==> src/rtl/abg_pkg.sv <==
package abg_pkg;
   typedef enum logic {
      PEAK_NOMINAL = 1'b0,
      PEAK_REDUCED = 1'b1
   } peak_sel_e;

   typedef enum int {
      DET_HI = 0,
      DET_LO = 1
   } det_idx_e;

   localparam int NUM_DET = 2;
endpackage

==> src/rtl/abg_edge_sync.sv <==
module abg_edge_sync #(
   parameter int STAGES = 2
) (
   input  logic clk,
   input  logic rst_n,
   input  logic din,
   output logic rise_o
);
   generate
      if (STAGES < 2) begin : g_bad_stages
         $error("abg_edge_sync: STAGES must be at least 2");
      end
   endgenerate

   logic [STAGES-1:0] sync_q;
   logic              prev_q;

   always_ff @(posedge clk or negedge rst_n) begin
      if (!rst_n) begin
         sync_q <= '0;
         prev_q <= 1'b0;
      end else begin
         sync_q <= {sync_q[STAGES-2:0], din};
         prev_q <= sync_q[STAGES-1];
      end
   end

   assign rise_o = sync_q[STAGES-1] & ~prev_q;

   // a detected rise is a single-cycle pulse
   a_r7_single_pulse: assert property (@(posedge clk) disable iff (!rst_n)
      rise_o |=> !rise_o);
endmodule

==> src/rtl/abg_period_cnt.sv <==
module abg_period_cnt #(
   parameter int CNT_W = 16
) (
   input  logic             clk,
   input  logic             rst_n,
   input  logic             restart,
   output logic [CNT_W-1:0] count_o
);
   localparam logic [CNT_W-1:0] CNT_MAX = '1;
   localparam logic [CNT_W-1:0] CNT_ONE = CNT_W'(1);

   logic [CNT_W-1:0] cnt_q;

   always_ff @(posedge clk or negedge rst_n) begin
      if (!rst_n)
         cnt_q <= '0;
      else if (restart)
         cnt_q <= CNT_ONE;
      else if (cnt_q != CNT_MAX)
         cnt_q <= cnt_q + CNT_ONE;
   end

   assign count_o = cnt_q;

   a_r8_no_wrap: assert property (@(posedge clk) disable iff (!rst_n)
      (count_o == CNT_MAX && !restart) |=> count_o == CNT_MAX);

   a_r7_restart_one: assert property (@(posedge clk) disable iff (!rst_n)
      restart |=> count_o == CNT_ONE);
endmodule

==> src/rtl/abg_hyst_det.sv <==
module abg_hyst_det #(
   parameter int CNT_W = 16
) (
   input  logic             clk,
   input  logic             rst_n,
   input  logic             sample,
   input  logic [CNT_W-1:0] period,
   input  logic [CNT_W-1:0] thr_enter,
   input  logic [CNT_W-1:0] thr_exit,
   output logic             flag_o
);
   logic             flag_q;
   logic [CNT_W-1:0] thr_active;

   always_comb thr_active = flag_q ? thr_exit : thr_enter;

   always_ff @(posedge clk or negedge rst_n) begin
      if (!rst_n)
         flag_q <= 1'b0;
      else if (sample)
         flag_q <= (period >= thr_active);
   end

   assign flag_o = flag_q;

   a_r2_hold_between_edges: assert property (@(posedge clk) disable iff (!rst_n)
      !sample |=> $stable(flag_o));

   a_r1_enter_at_threshold: assert property (@(posedge clk) disable iff (!rst_n)
      (sample && !flag_o && period >= thr_enter) |=> flag_o);

   a_r5_hold_above_exit: assert property (@(posedge clk) disable iff (!rst_n)
      (sample && flag_o && period >= thr_exit) |=> flag_o);

   a_r1_clear_below_exit: assert property (@(posedge clk) disable iff (!rst_n)
      (sample && flag_o && period < thr_exit) |=> !flag_o);
endmodule

==> src/rtl/audible_band_guard.sv <==
module audible_band_guard #(
   parameter int CNT_W       = 16,
   parameter int SYNC_STAGES = 2
) (
   input  logic             clk,
   input  logic             rst_n,
   input  logic             gate_i,
   input  logic [CNT_W-1:0] thr_hi_enter,
   input  logic [CNT_W-1:0] thr_hi_exit,
   input  logic [CNT_W-1:0] thr_lo_enter,
   input  logic [CNT_W-1:0] thr_lo_exit,
   output logic             peak_reduce_o,
   output logic             hi_flag_o,
   output logic             lo_flag_o
);
   import abg_pkg::*;

   generate
      if (CNT_W < 4 || CNT_W > 32) begin : g_bad_width
         $error("audible_band_guard: CNT_W out of range");
      end
   endgenerate

   logic             rise;
   logic             armed_q;
   logic             sample;
   logic [CNT_W-1:0] period;
   logic [CNT_W-1:0] thr_enter_a [NUM_DET];
   logic [CNT_W-1:0] thr_exit_a  [NUM_DET];
   logic             flag_a      [NUM_DET];
   peak_sel_e        peak_sel;

   abg_edge_sync #(.STAGES(SYNC_STAGES)) u_sync (
      .clk    (clk),
      .rst_n  (rst_n),
      .din    (gate_i),
      .rise_o (rise)
   );

   abg_period_cnt #(.CNT_W(CNT_W)) u_cnt (
      .clk     (clk),
      .rst_n   (rst_n),
      .restart (rise),
      .count_o (period)
   );

   always_ff @(posedge clk or negedge rst_n) begin
      if (!rst_n)
         armed_q <= 1'b0;
      else if (rise)
         armed_q <= 1'b1;
   end

   assign sample = rise & armed_q;

   always_comb begin
      thr_enter_a[DET_HI] = thr_hi_enter;
      thr_exit_a [DET_HI] = thr_hi_exit;
      thr_enter_a[DET_LO] = thr_lo_enter;
      thr_exit_a [DET_LO] = thr_lo_exit;
   end

   for (genvar d = 0; d < NUM_DET; d++) begin : g_det
      abg_hyst_det #(.CNT_W(CNT_W)) u_det (
         .clk       (clk),
         .rst_n     (rst_n),
         .sample    (sample),
         .period    (period),
         .thr_enter (thr_enter_a[d]),
         .thr_exit  (thr_exit_a[d]),
         .flag_o    (flag_a[d])
      );
   end

   always_comb
      peak_sel = (flag_a[DET_HI] && !flag_a[DET_LO]) ? PEAK_REDUCED : PEAK_NOMINAL;

   assign peak_reduce_o = peak_sel;
   assign hi_flag_o     = flag_a[DET_HI];
   assign lo_flag_o     = flag_a[DET_LO];

   a_r4_light_load_nominal: assert property (@(posedge clk) disable iff (!rst_n)
      lo_flag_o |-> !peak_reduce_o);

   a_r4_reduce_needs_hi: assert property (@(posedge clk) disable iff (!rst_n)
      peak_reduce_o |-> hi_flag_o);

   a_r3_first_edge_only_arms: assert property (@(posedge clk) disable iff (!rst_n)
      (rise && !armed_q) |=> (!hi_flag_o && !lo_flag_o));
endmodule

==> config.mk <==
export PLATFORM = sky130hd
export DESIGN_NAME = audible_band_guard
export DESIGN_NICKNAME = d
export VERILOG_FILES = /design/src/rtl/abg_pkg.sv /design/src/rtl/abg_edge_sync.sv /design/src/rtl/abg_period_cnt.sv /design/src/rtl/abg_hyst_det.sv /design/src/rtl/audible_band_guard.sv
export SDC_FILE = /design/constraint.sdc
export NUM_CORES = 1
export LEC_CHECK = 0
export BUFFER_PORTS_ARGS = -buffer_cell sky130_fd_sc_hd__buf_2
export CORE_MARGIN = 2
export CORE_UTILIZATION = 46
export CTS_CLUSTER_SIZE = 28
export DETAILED_ROUTE_END_ITERATION = 8
export HOLD_SLACK_MARGIN = 0.08
export PLACE_DENSITY = 0.87
export SETUP_SLACK_MARGIN = 0.5
export SLEW_MARGIN = 20
export SYNTH_ARGS = -nofsm -noshare
export SYNTH_HDL_FRONTEND = slang
export SYNTH_SLANG_ARGS = --single-unit
==> constraint.sdc <==
create_clock -name clk -period 2.7 [get_ports clk]
set_input_delay 0.135 -clock clk [delete_from_list [all_inputs] [get_ports clk]]
set_output_delay 0.135 -clock clk [all_outputs]
set_load 0.03 [all_outputs]
==> summary.md <==
By area the synthesized netlist is led by sky130_fd_sc_hd__dfrtp_1 26%, sky130_fd_sc_hd__ha_1 20%, sky130_fd_sc_hd__mux2i_1 15%. The arrival time at the worst endpoint is 2290 ps, and the number of global-route vias before repair is 2038. The tools report the number of warnings reported in the yosys synthesis log as 0. Power comes to 0.00108 W.

The worst hold path belongs to the class reg -> reg. After detailed routing, the average wire length per cell comes to 15.9 microns. The synthesized area is 2080 sq um.

TritonCTS built the clock tree. No sink is reached through more buffers than the 2 on the longest clock path. Clock tree synthesis selected as its root buffer the cell sky130_fd_sc_hd__clkbuf_8. Entering global routing, the biggest net connects 23 pins. IR analysis of the VDD net gives a maximum drop of 344 uV. Counting every net in the synthesized netlist gives 326. The later pin in the worst-skew pair is clocked with a latency of 260 ps. For the remaining max-slew budget at the tightest pin, the log shows 49.2%. Counting instances in the post-synthesis netlist gives the leading cell types as 33 x sky130_fd_sc_hd__ha_1, 32 x sky130_fd_sc_hd__mux2i_1, 22 x sky130_fd_sc_hd__a21oi_1, 22 x sky130_fd_sc_hd__dfrtp_1, 20 x sky130_fd_sc_hd__nand2_1. In this run, the number of DRC markers left after iteration 0 of detailed routing was 110. Count of buffers inserted at the top-level ports: 69. STA classifies the critical path endpoint as a register. STA puts the critical path data required time at 2890 ps.

The total of max-cap violations was 0. The wire length of the first global-routing pass is 8.91 mm, and the register cell area after layout is 553 sq um. Synthesis inferred 22 register bits. For the number of vias in the routed layout, the log shows 2062. The clock slew seen by the registers of the worst setup and hold paths works out to 80 ps.

Number of distinct standard cells referenced by the synthesized netlist: 36. The measured slew at the worst slew-check pin is 756 ps. The worst path needs 2100 ps of the cycle, external delays included. The tools report the number of ports placed on the die boundary as 70.

The worst clock skew was 7.18 ps. Buffers inserted during clock tree synthesis total 3. Summed over all layers, the routed wires come to 5.60 mm. The fraction of final layout cells sized beyond drive strength 1 is 30.1%, and the timing-limited maximum frequency is 0.477 GHz. The number of antenna diodes in the final layout is 0. The start-to-end type of the worst setup path is reg -> reg.

The logs give 1 for the number of H-tree levels and 0 for the final hold violation count. The tools report the iteration count of the initial detailed-routing pass as 5. In the final timing run, aggregate negative setup slack is 0 ps.

Setup repair after global routing could not meet its margin everywhere. The initial standard-cell utilization of the core is 47.8%, and the area occupied by multi-input gates is 1530 sq um. Of all cell types, the one taking the most synthesized area is sky130_fd_sc_hd__dfrtp_1. Yosys instantiated no cell more often than sky130_fd_sc_hd__ha_1. For the final weighted congestion in routability-driven placement, the log shows 0.932. The share of Yosys cell area claimed by the top area cell type was 26.4%; the number of nets with antenna violations after routing was 0.

Global routing used 21.9% of the available tracks. The HPWL after detailed placement is 4.39 mm. In this run the static leakage power is 1.31 nW.

The maximum fanout along the worst path is 12, and the number of enable-type register cells in the synthesized netlist is 0. Synthesis handed over a netlist of 226 instances. The sequential fraction of the synthesis area came out at 26.4%. The logs give 0 for the final number of max-transition violations and 22 for the total clock sinks.

In the final design database the tool counted 400 nets. The mean instance size in the synthesized netlist came out at 9.21 sq um. The share of synthesized registers carrying an async set or reset came out at 100%. The startpoint type of the worst setup path is a register. The die covers 5080 sq um. The area growth from synthesis to layout is 25.4%, and the horizontal extent of the die is 71.3 microns. The die height was 71.3 microns; the number of antenna violations at the first check in global routing was 0. Summed over all layers, the global routing overflow is 0.

In this run the power density over the cells is 413 nW/um^2. The run finished with clean final reports. The vias per cell is 5.87, and the final routed DRC violation total is 0.

Setup violations remaining at the end of the flow were counted as 0. Fill cell instance count of the final layout: 377. The most used flip-flop cell after synthesis is sky130_fd_sc_hd__dfrtp_1.

Of the available clock period, the critical path in the final layout requires 77.6%. The core region is 4350 sq um. The number of rows in the core area came out at 24.
==> cell type report <==
class	instances	share of cell area, %
multi-input cells	196	58.5
flip-flops and latches	22	21.2
repair buffers	76	15.6
well taps	52	2.49
clock buffers	4	2.11
inverters	1	0.144
==> timing repair <==
action / in CTS / in global routing
setup buffers: 2 / 0
hold endpoints to repair: 23 / 0
setup endpoints to repair: 1 / 2
hold buffers: 2 / 0
pin swaps: 0 / 0
gates resized for setup: 0 / 4
==> per-layer routing <==
| layer | wire length (microns) | global-route usage [%] | vias to the layer above |
|---|---|---|---|
| li1 | - | - | 1019 |
| met1 | 2210 | 24.8 | 950 |
| met2 | 2920 | 41.6 | 77 |
| met3 | 366 | 4.78 | 16 |
| met4 | 107 | 5.45 | 0 |
| met5 | 0 | 0 | - |
==> kinds of logic after synthesis <==
kind of cell / synth area share [%]
and+or+nand+nor: 18.1
adders and majority gates: 19.8
AOI/OAI and AO/OA: 17.2
muxes: 16.5
xor gates and xnor gates: 0.421
DFF: 26.4
buffers and inverters: 1.50
==> placed cells by master (no fill, tap or decap), types with 2 or more instances in the layout <==
master	Yosys	routed
sky130_fd_sc_hd__clkbuf_8	0	4
sky130_fd_sc_hd__nor2b_1	2	2
sky130_fd_sc_hd__nor3_2	0	2
sky130_fd_sc_hd__mux2_2	2	2
sky130_fd_sc_hd__or4_1	2	2
sky130_fd_sc_hd__and2_1	2	2
sky130_fd_sc_hd__nor4_1	2	2
sky130_fd_sc_hd__a2111oi_0	4	2
sky130_fd_sc_hd__a31oi_1	3	2
sky130_fd_sc_hd__ha_1	33	33
sky130_fd_sc_hd__o211a_1	2	2
sky130_fd_sc_hd__o211ai_1	2	2
sky130_fd_sc_hd__nand2_1	20	20
sky130_fd_sc_hd__o21ai_0	9	9
sky130_fd_sc_hd__nand2b_1	7	7
sky130_fd_sc_hd__or3_1	3	3
sky130_fd_sc_hd__or4b_4	0	2
sky130_fd_sc_hd__a2bb2oi_1	2	2
sky130_fd_sc_hd__o31ai_1	2	2
sky130_fd_sc_hd__nand3_1	6	6
sky130_fd_sc_hd__a2111oi_1	0	2
sky130_fd_sc_hd__dlygate4sd3_1	0	2
sky130_fd_sc_hd__mux2i_1	32	32
sky130_fd_sc_hd__nor3_1	4	2
sky130_fd_sc_hd__buf_2	1	69
sky130_fd_sc_hd__dfrtp_1	22	20
sky130_fd_sc_hd__dfrtp_2	0	2
sky130_fd_sc_hd__a21oi_1	22	22
sky130_fd_sc_hd__o21a_1	4	4
sky130_fd_sc_hd__nor2_1	13	13
sky130_fd_sc_hd__nand4_1	7	7
sky130_fd_sc_hd__and3_1	2	2
sky130_fd_sc_hd__buf_4	0	4
==> final timing paths <==
| check | from | end | slack [ps] | depth (start not counted) |
|---|---|---|---|---|
| hold reg to reg | u_sync.sync_q[0] | u_sync.sync_q[1] | 360 | 0 |
| hold / removal | u_sync.sync_q[0] | u_sync.sync_q[1] | 360 | 0 |
| setup / recovery | g_det[0].u_det.flag_o | g_det[0].u_det.flag_o | 600 | 7 |
| setup reg to reg | g_det[0].u_det.flag_o | g_det[0].u_det.flag_o | 600 | 7 |
| min in group asynchronous | rst_n | g_det[1].u_det.flag_o | 370 | 2 |
| max in group asynchronous | rst_n | g_det[0].u_det.flag_o | 1960 | 2 |
==> stage by stage <==
step / hold slack (ps) / cell area [sq um] / std cells / setup WS (ps) / util, %
after global routing: 361 / 2610 / 351 / 488 / 59.9
after detailed placement: 127 / 2510 / 343 / 483 / 57.6
after floorplan: -161 / 2160 / 226 / 572 / -
after global placement: 120 / 2510 / 343 / 636 / 57.6
final: 356 / 2610 / 351 / 604 / 59.9
after CTS: 360 / 2600 / 351 / 535 / 59.7
==> worst max-delay path: stages (launching register included) <==
cell,delay (ps)
sky130_fd_sc_hd__dfrtp_2,500
sky130_fd_sc_hd__buf_6,190
sky130_fd_sc_hd__mux2i_1,130
sky130_fd_sc_hd__ha_1,300
sky130_fd_sc_hd__nand2_1,90
sky130_fd_sc_hd__nor3_2,190
sky130_fd_sc_hd__or4b_4,480
sky130_fd_sc_hd__a31oi_1,130
==> sequential cells by signal (all words and copies together), names as in the netlist <==
signal	count
u_sync.sync_q	2
u_cnt.count_o	16
g_det.u_det.flag_o	2
armed_q	1
u_sync.prev_q	1
==> power by group <==
| group | internal, W | switching [W] | total, W |
|---|---|---|---|
| Clock | 0.000130 | 0.000108 | 0.000238 |
| Sequential | 0.000361 | 0.0000717 | 0.000433 |
| Combinational | 0.000200 | 0.000206 | 0.000406 |
Note: power is estimated with default switching activity, not from simulation.
